<file path="src/rtl/sar_ctrl_pkg.sv">
package sar_ctrl_pkg;
  localparam int PRESC_W    = 6;
  localparam int SHT_W      = 4;
  localparam int RAW_W      = 12;
  localparam int LOW_W      = 10;
  localparam int WORD_W     = 16;
  localparam int NCH        = 8;
  localparam int CH_W       = $clog2(NCH);
  localparam int CONV_TICKS = 10;
  localparam int TCNT_W     = (SHT_W > $clog2(CONV_TICKS)) ? SHT_W : $clog2(CONV_TICKS);

  typedef struct packed {
    logic [PRESC_W-1:0] prescal;
    logic [SHT_W-1:0]   shtim;
    logic               lowres;
    logic               diff;
  } mode_t;

  typedef enum logic [1:0] {
    PH_IDLE   = 2'd0,
    PH_SAMPLE = 2'd1,
    PH_CONV   = 2'd2
  } phase_e;
endpackage

</file>
<file path="src/rtl/sar_clk_div.sv">
module sar_clk_div #(
  parameter int PW = sar_ctrl_pkg::PRESC_W
) (
  input  logic          clk,
  input  logic          rst_n,
  input  logic          run,
  input  logic [PW-1:0] prescal,
  output logic          tick
);
  localparam int CW = PW + 1;

  logic [CW-1:0] cnt_q;
  logic [CW-1:0] cnt_d;
  logic [CW-1:0] lim;

  // one converter clock spans 2*(prescal+1) master clocks
  assign lim = {prescal, 1'b1};

  always_comb begin
    cnt_d = cnt_q;
    if (!run)             cnt_d = '0;
    else if (cnt_q == lim) cnt_d = '0;
    else                  cnt_d = cnt_q + 1'b1;
  end

  always_ff @(posedge clk or negedge rst_n) begin
    if (!rst_n) cnt_q <= '0;
    else        cnt_q <= cnt_d;
  end

  assign tick = run && (cnt_q == lim);

  // converter clock enables are never back to back
  a_r2_tick_spacing: assert property (@(posedge clk) disable iff (!rst_n)
    tick |=> !tick);
endmodule

</file>
<file path="src/rtl/sar_seq.sv">
module sar_seq
  import sar_ctrl_pkg::*;
#(
  parameter int NC     = NCH,
  parameter int CW     = CH_W,
  parameter int NTICK  = CONV_TICKS,
  parameter int TW     = TCNT_W
) (
  input  logic          clk,
  input  logic          rst_n,
  input  logic          start,
  input  logic [CW-1:0] start_ch,
  input  mode_t         pend,
  input  logic          tick,
  output phase_e        phase,
  output logic          run,
  output logic [CW-1:0] cur_ch,
  output mode_t         shadow,
  output logic          capture,
  output logic          err
);
  localparam logic [CW:0] LIM_SE   = (CW+1)'(NC);
  localparam logic [CW:0] LIM_DIFF = (CW+1)'(NC / 2);
  localparam logic [TW-1:0] LAST_CONV = TW'(NTICK - 1);

  phase_e        phase_q, phase_d;
  logic [TW-1:0] tcnt_q, tcnt_d;
  logic [CW-1:0] ch_q, ch_d;
  mode_t         shadow_q, shadow_d;
  logic          err_q, err_d;
  logic [CW:0]   ch_lim;
  logic          ch_ok;
  logic          accept;
  logic          cap_now;

  assign ch_lim = pend.diff ? LIM_DIFF : LIM_SE;
  assign ch_ok  = {1'b0, start_ch} < ch_lim;
  assign accept = (phase_q == PH_IDLE) && start && ch_ok;

  always_comb begin
    phase_d  = phase_q;
    tcnt_d   = tcnt_q;
    ch_d     = ch_q;
    shadow_d = shadow_q;
    cap_now  = 1'b0;
    err_d    = (phase_q == PH_IDLE) && start && !ch_ok;
    case (phase_q)
      PH_IDLE: begin
        if (accept) begin
          phase_d  = PH_SAMPLE;
          tcnt_d   = '0;
          ch_d     = start_ch;
          shadow_d = pend;
        end
      end
      PH_SAMPLE: begin
        if (tick) begin
          if (tcnt_q == TW'(shadow_q.shtim)) begin
            phase_d = PH_CONV;
            tcnt_d  = '0;
          end else begin
            tcnt_d = tcnt_q + 1'b1;
          end
        end
      end
      PH_CONV: begin
        if (tick) begin
          if (tcnt_q == LAST_CONV) begin
            phase_d = PH_IDLE;
            tcnt_d  = '0;
            cap_now = 1'b1;
          end else begin
            tcnt_d = tcnt_q + 1'b1;
          end
        end
      end
      default: phase_d = PH_IDLE;
    endcase
  end

  always_ff @(posedge clk or negedge rst_n) begin
    if (!rst_n) begin
      phase_q  <= PH_IDLE;
      tcnt_q   <= '0;
      ch_q     <= '0;
      shadow_q <= '0;
      err_q    <= 1'b0;
    end else begin
      phase_q  <= phase_d;
      tcnt_q   <= tcnt_d;
      ch_q     <= ch_d;
      shadow_q <= shadow_d;
      err_q    <= err_d;
    end
  end

  assign phase   = phase_q;
  assign run     = (phase_q != PH_IDLE);
  assign cur_ch  = ch_q;
  assign shadow  = shadow_q;
  assign capture = cap_now;
  assign err     = err_q;

  // a strobe during a conversion leaves the channel alone
  a_r8_ch_hold: assert property (@(posedge clk) disable iff (!rst_n)
    (phase_q != PH_IDLE && start) |=> $stable(ch_q));
  // working configuration frozen while converting
  a_r9_mode_hold: assert property (@(posedge clk) disable iff (!rst_n)
    (phase_q != PH_IDLE) |=> $stable(shadow_q));
  // a refused strobe never starts a conversion
  a_r7_err_idle: assert property (@(posedge clk) disable iff (!rst_n)
    err_q |-> phase_q == PH_IDLE);
  // differential conversions only on the lower half of channels
  a_r7_diff_range: assert property (@(posedge clk) disable iff (!rst_n)
    (phase_q != PH_IDLE && shadow_q.diff) |-> ({1'b0, ch_q} < LIM_DIFF));
  // conversion phase only follows the sample phase
  a_r3_order: assert property (@(posedge clk) disable iff (!rst_n)
    (phase_q == PH_CONV && $past(phase_q) != PH_CONV) |-> $past(phase_q) == PH_SAMPLE);
endmodule

</file>
<file path="src/rtl/sar_result.sv">
module sar_result #(
  parameter int RW  = sar_ctrl_pkg::RAW_W,
  parameter int LW  = sar_ctrl_pkg::LOW_W,
  parameter int WW  = sar_ctrl_pkg::WORD_W,
  parameter int NC  = sar_ctrl_pkg::NCH,
  parameter int CW  = sar_ctrl_pkg::CH_W
) (
  input  logic          clk,
  input  logic          rst_n,
  input  logic          capture,
  input  logic [RW-1:0] raw,
  input  logic          lowres,
  input  logic [CW-1:0] cap_ch,
  input  logic [CW-1:0] rd_ch,
  output logic [WW-1:0] last_data,
  output logic [CW-1:0] last_ch,
  output logic          done,
  output logic [WW-1:0] rd_data
);
  localparam int PAD_W = RW - LW;

  logic [RW-1:0] fmt_val;
  logic [RW-1:0] last_q, last_d;
  logic [CW-1:0] lch_q, lch_d;
  logic          done_q;
  logic [RW-1:0] bank [NC];

  // reduced mode keeps the upper LW bits, right aligned
  assign fmt_val = lowres ? {{PAD_W{1'b0}}, raw[RW-1 -: LW]} : raw;

  always_comb begin
    last_d = last_q;
    lch_d  = lch_q;
    if (capture) begin
      last_d = fmt_val;
      lch_d  = cap_ch;
    end
  end

  always_ff @(posedge clk or negedge rst_n) begin
    if (!rst_n) begin
      last_q <= '0;
      lch_q  <= '0;
      done_q <= 1'b0;
    end else begin
      last_q <= last_d;
      lch_q  <= lch_d;
      done_q <= capture;
    end
  end

  for (genvar g = 0; g < NC; g++) begin : g_bank
    logic [RW-1:0] slot_q;
    logic          slot_en;
    assign slot_en = capture && (cap_ch == CW'(g));
    always_ff @(posedge clk or negedge rst_n) begin
      if (!rst_n)       slot_q <= '0;
      else if (slot_en) slot_q <= fmt_val;
    end
    assign bank[g] = slot_q;
  end

  assign last_data = WW'(last_q);
  assign last_ch   = lch_q;
  assign done      = done_q;
  assign rd_data   = WW'(bank[rd_ch]);

  // reduced results have their two upper data bits clear
  a_r5_low_zero: assert property (@(posedge clk) disable iff (!rst_n)
    (capture && lowres) |=> last_data[RW-1:LW] == '0);
  // channel bank agrees with the last-result register
  a_r10_bank_match: assert property (@(posedge clk) disable iff (!rst_n)
    (done && rd_ch == last_ch) |-> rd_data == last_data);
  // done is a single-clock pulse
  a_r2_done_pulse: assert property (@(posedge clk) disable iff (!rst_n)
    done |=> !done);
endmodule

</file>
<file path="src/rtl/sar_conv_ctrl.sv">
module sar_conv_ctrl
  import sar_ctrl_pkg::*;
(
  input  logic                clk,
  input  logic                rst_n,
  input  logic                cfg_we,
  input  logic [PRESC_W-1:0]  cfg_prescal,
  input  logic [SHT_W-1:0]    cfg_shtim,
  input  logic                cfg_lowres,
  input  logic                cfg_diff,
  input  logic                start,
  input  logic [CH_W-1:0]     start_ch,
  input  logic [RAW_W-1:0]    core_data,
  output logic [CH_W-1:0]     core_ch,
  output logic                core_diff,
  output logic                core_sample,
  output logic                core_convert,
  output logic                busy,
  output logic                done,
  output logic                err,
  output logic [WORD_W-1:0]   last_data,
  output logic [CH_W-1:0]     last_ch,
  input  logic [CH_W-1:0]     rd_ch,
  output logic [WORD_W-1:0]   rd_data
);
  localparam int LEN_W = $clog2(((1 << SHT_W) + CONV_TICKS + 1) * 2 * (1 << PRESC_W)) + 1;

  logic [1:0] rs_q;
  logic       rst_i;
  mode_t      pend_q, pend_d;
  mode_t      shadow;
  phase_e     phase;
  logic       run, tick, capture;
  logic [CH_W-1:0] cur_ch;

  // asynchronous assertion, synchronous release
  always_ff @(posedge clk or negedge rst_n) begin
    if (!rst_n) rs_q <= '0;
    else        rs_q <= {rs_q[0], 1'b1};
  end
  assign rst_i = rs_q[1];

  always_comb begin
    pend_d = pend_q;
    if (cfg_we) begin
      pend_d.prescal = cfg_prescal;
      pend_d.shtim   = cfg_shtim;
      pend_d.lowres  = cfg_lowres;
      pend_d.diff    = cfg_diff;
    end
  end

  always_ff @(posedge clk or negedge rst_i) begin
    if (!rst_i) pend_q <= '0;
    else        pend_q <= pend_d;
  end

  sar_clk_div #(.PW(PRESC_W)) u_div (
    .clk     (clk),
    .rst_n   (rst_i),
    .run     (run),
    .prescal (shadow.prescal),
    .tick    (tick)
  );

  sar_seq #(.NC(NCH), .CW(CH_W), .NTICK(CONV_TICKS), .TW(TCNT_W)) u_seq (
    .clk      (clk),
    .rst_n    (rst_i),
    .start    (start),
    .start_ch (start_ch),
    .pend     (pend_q),
    .tick     (tick),
    .phase    (phase),
    .run      (run),
    .cur_ch   (cur_ch),
    .shadow   (shadow),
    .capture  (capture),
    .err      (err)
  );

  sar_result #(.RW(RAW_W), .LW(LOW_W), .WW(WORD_W), .NC(NCH), .CW(CH_W)) u_res (
    .clk       (clk),
    .rst_n     (rst_i),
    .capture   (capture),
    .raw       (core_data),
    .lowres    (shadow.lowres),
    .cap_ch    (cur_ch),
    .rd_ch     (rd_ch),
    .last_data (last_data),
    .last_ch   (last_ch),
    .done      (done),
    .rd_data   (rd_data)
  );

  assign core_ch      = cur_ch;
  assign core_diff    = shadow.diff;
  assign core_sample  = (phase == PH_SAMPLE);
  assign core_convert = (phase == PH_CONV);
  assign busy         = run;

  // conversion length watch: cycles spent busy
  logic [LEN_W-1:0] len_q, len_d, len_exp;
  assign len_d   = busy ? len_q + 1'b1 : '0;
  assign len_exp = (LEN_W'(shadow.shtim) + LEN_W'(CONV_TICKS + 1)) *
                   (LEN_W'(shadow.prescal) + LEN_W'(1)) * LEN_W'(2);
  always_ff @(posedge clk or negedge rst_i) begin
    if (!rst_i) len_q <= '0;
    else        len_q <= len_d;
  end

  // total length is (shtim+11) converter clocks
  a_r2_length: assert property (@(posedge clk) disable iff (!rst_i)
    $rose(done) |-> len_q == len_exp);
  // sample and convert indicators exclusive, both only while busy
  a_r3_phase_busy: assert property (@(posedge clk) disable iff (!rst_i)
    (core_sample || core_convert) |-> busy && !(core_sample && core_convert));
  // refused strobe raises no busy
  a_r7_err_no_busy: assert property (@(posedge clk) disable iff (!rst_i)
    err |-> !busy);
endmodule

</file>
<file path="config.mk">
export PLATFORM = sky130hd
export DESIGN_NAME = sar_conv_ctrl
export DESIGN_NICKNAME = d
export VERILOG_FILES = /design/src/rtl/sar_ctrl_pkg.sv /design/src/rtl/sar_clk_div.sv /design/src/rtl/sar_seq.sv /design/src/rtl/sar_result.sv /design/src/rtl/sar_conv_ctrl.sv
export SDC_FILE = /design/constraint.sdc
export NUM_CORES = 1
export LEC_CHECK = 0
export CELL_PAD_IN_SITES_DETAIL_PLACEMENT = 1
export CELL_PAD_IN_SITES_GLOBAL_PLACEMENT = 2
export CORE_MARGIN = 1
export CORE_UTILIZATION = 41
export CTS_CLUSTER_DIAMETER = 120
export DETAILED_ROUTE_END_ITERATION = 8
export MAX_ROUTING_LAYER = met4
export PLACE_DENSITY_LB_ADDON = 0.25
export SETUP_SLACK_MARGIN = 0.15
export SYNTH_ARGS = -nofsm -noshare
export SYNTH_HDL_FRONTEND = slang
export SYNTH_SLANG_ARGS = --single-unit
</file>
<file path="constraint.sdc">
create_clock -name clk -period 13.2 [get_ports clk]
set_clock_uncertainty 0.1 [all_clocks]
set_input_delay 2.64 -clock clk [delete_from_list [all_inputs] [get_ports clk]]
set_output_delay 2.64 -clock clk [all_outputs]
set_load 0.02 [all_outputs]
</file>
==> impl_metrics.py <==
metrics = {
    "worst_hold_path": {
        "holdPathStages": 0,
        "worstHoldStart": "rs_q[0]$_DFF_PN0_",
        "min_to": "rs_q[1]$_DFF_PN0_",
        "hold_class": "reg -> reg",
    },
    "clock_tree": {
        "numCtsBuffers": 17,
        "clock_sinks": 155,
        "cts_setup_buffers": 0,
        "cts_buffer_depth": 2,
        "insertion_delay_ns": 0.42,
        "cts_tree": "yes",
        "cts_htree_levels": 4,
        "root_buffer": "clkbuf_16",
        "clkTransAtPathRegs_ns": 0.06,
        "cts_resized": 0,
        "hold_buffers": 0,
    },
    "layout": {
        "final_nets": 700,
        "final_common_cell": "dfrtp_1",
        "diodes": 0,
        "area_delta_synth_final_pct": 20.9,
        "drive_above_1_share_pct": 16.4,
        "fin_area_sq_um": 8370,
        "layout_common_cells": "dfrtp_1 (154), nand2_1 (104), o21ai_0 (103), clkdlybuf4s50_1 (69), mux2_2 (39)",
    },
    "power_and_ir_drop": {
        "internal-power_mw": 0.930,
        "p_sw_mw": 0.418,
        "p_leak_nw": 3.73,
        "cellPowerDensity_nw_per_um2": 161,
        "clockPowerShare_pct": 36.4,
        "vdd_drop_max_v": 0.0000917,
        "seqPwrFrac_pct": 41.9,
        "combinationalPowerShare_pct": 21.7,
        "p_total_mw": 1.35,
        "switching_share_pct": 31.0,
    },
    "synth": {
        "synthArstFlopShare_pct": 100,
        "yosys_warnings": 0,
        "yosys.area.top_type": "dfrtp_1",
        "synth_top_area_share_pct": 56.0,
        "ys_ff_latch": 155,
        "postSynthCellCount": 596,
        "syn_area_sq_um": 6930,
        "yosysSeqAreaShare_pct": 56.0,
        "synth_cell_types": 40,
        "synth-edff-count": 0,
        "syn_avg_cell_area_sq_um": 11.6,
        "synth_ff_type": "dfrtp_1",
        "synth_area_leaders": "dfrtp_1 (56%), mux4_2 (7.8%), o21ai_0 (7.4%)",
    },
    "timing": {
        "setup_viol": 0,
        "tightest_slew_ns": 1.21,
        "slew_violations": 0,
        "fin_crit_ns": 7.93,
        "post-route-period-util_pct": 60.1,
        "fin_setup_tns_ns": 0,
        "fin_hold_ws_ns": 0.254,
        "rsz0062_at_grt": "false",
        "fmax_mhz": 126,
        "relSlewSlack_pct": 18.9,
        "hold_violations": 0,
    },
    "flow_run": {
        "cap_viol_max_count": 0,
    },
    "floorplan": {
        "die_w_um": 132,
        "rows": 47,
        "ios": 78,
        "initial_core_util_pct": 41.9,
        "dieArea_sq_um": 17400,
        "design.core.area_sq_um": 16500,
        "die_y_um": 132,
    },
    "critical_path": {
        "reg2reg_depth": 5,
        "start_kind": "input port",
        "r2r-start": "u_div.cnt_q[4]$_DFF_PN0_",
        "ff2ff_setup_slack_ns": 10.18,
        "arrival_ns": 5.19,
        "r2r_end": "u_res.last_ch[1]$_DFFE_PN0P_",
        "end_kind": "output port",
        "cp_max_fo": 24,
        "crit_required_ns": 10.46,
        "critPathKind": "in -> out",
    },
    "route": {
        "vias": 4722,
        "wire_per_inst_um": 18.8,
        "ant_nets": 0,
        "drt_wl_total_um": 16800,
        "drt-initial-drc-count": 321,
        "firstDrtPassIters": 4,
        "drc": 0,
        "vias_per_cell": 5.30,
    },
    "grt": {
        "antenna_found_initial": 0,
        "grt_max_degree": 55,
        "grt_usage_pct": 21.6,
        "grt-ovfl-total": 0,
        "grt_use_met1_pct": 27.3,
        "grt_pass1_vias": 5227,
        "top_usage_layer": "met2",
        "grt_pass1_wl_um": 27900,
        "grt_use_met2_pct": 35.2,
        "use_met3_pct": 3.69,
    },
    "outcome": {
        "status": "finished clean",
    },
    "place": {
        "port_buffers": 69,
        "post_dp_cell_area_sq_um": 7780,
        "dp_hpwl_um": 11400,
        "place_congestion": 0.761,
    },
}
-- power groups by stage --
stage	combinational, mW	sequential (mW)	clock [mW]
after global routing	0.321	0.573	0.518
final	0.293	0.565	0.490
after CTS	0.297	0.566	0.500
after floorplan	0.196	0.568	0
after detailed placement	0.294	0.574	0
after global placement	0.280	0.571	0
-- layer usage --
metal	wire (um)	up-vias	share of wire, %
li1	-	2180	-
met1	7510	2435	45
met2	8510	77	51
met3	444	30	2.6
met4	307	0	1.8
met5	0	-	0
-- cells in the mapped netlist (3+ instances only) --
cell,instances
buf_1,4
nand2b_1,5
buf_4,8
mux2_2,39
buf_2,4
mux2i_1,22
nor2_1,14
o21ai_0,103
nand4_1,10
and3_1,3
ha_1,8
clkbuf_1,23
nor3_1,7
xnor2_1,10
nand2_1,104
inv_1,18
xor2_1,5
mux4_2,24
nand3_1,4
dfrtp_1,155
-- layout make-up --
| cell class | instances | area, sq um |
|---|---|---|
| clock buffer | 20 | 457 |
| clock inverter | 12 | 136 |
| fill | 1692 | 8150 |
| inverter | 18 | 67.6 |
| multi-input combinational | 389 | 2800 |
| sequential | 155 | 3880 |
| tap | 220 | 275 |
| timing repair buffer | 77 | 751 |
-- through the flow --
step / utilization, % / std cells / setup slack [ns]
after floorplan: - / 603 / 6.36
after global placement: 47.1 / 859 / 5.28
after detailed placement: 47.1 / 859 / 5.24
after CTS: 50.7 / 891 / 5.23
after global routing: 50.7 / 891 / 5.14
final: 50.7 / 891 / 5.27
-- cells by family after synthesis --
group	share of synthesized area, %
simple gates	10.2
flops	56.0
compound gates	8.94
mux	17.5
buf+inv	3.92
xor+xnor	1.90
fa+ha+maj	1.45
other cells	0.108
-- worst max path at each step --
stage                   from          to  slack [ns]  cells after the start
global route        rd_ch[1]  rd_data[9]        5.14                      4
finish              rd_ch[1]  rd_data[4]        5.27                      4
detailed placement  rd_ch[1]  rd_data[4]        5.24                      4
global placement    rd_ch[1]  rd_data[4]        5.28                      4
floorplan           rd_ch[0]  rd_data[0]        6.36                      4
CTS                 rd_ch[1]  rd_data[4]        5.23                      4
-- critical path, stage by stage --
cell             delay [ns]
clkdlybuf4s50_1        1.28
mux4_2                 0.42
mux2_2                 0.30
clkdlybuf4s50_1        0.55
-- flip-flops by register name, indices dropped and copies added, names as in the netlist, 3 cells and up --
| name | count |
|---|---|
| u_res.last_q | 12 |
| u_seq.shadow | 12 |
| pend_q | 12 |
| u_res.g_bank.slot_q | 96 |
| u_div.cnt_q | 7 |
| u_seq.tcnt_q | 4 |
| u_seq.cur_ch | 3 |
| u_res.last_ch | 3 |
Note: power is estimated with default switching activity, not from simulation.
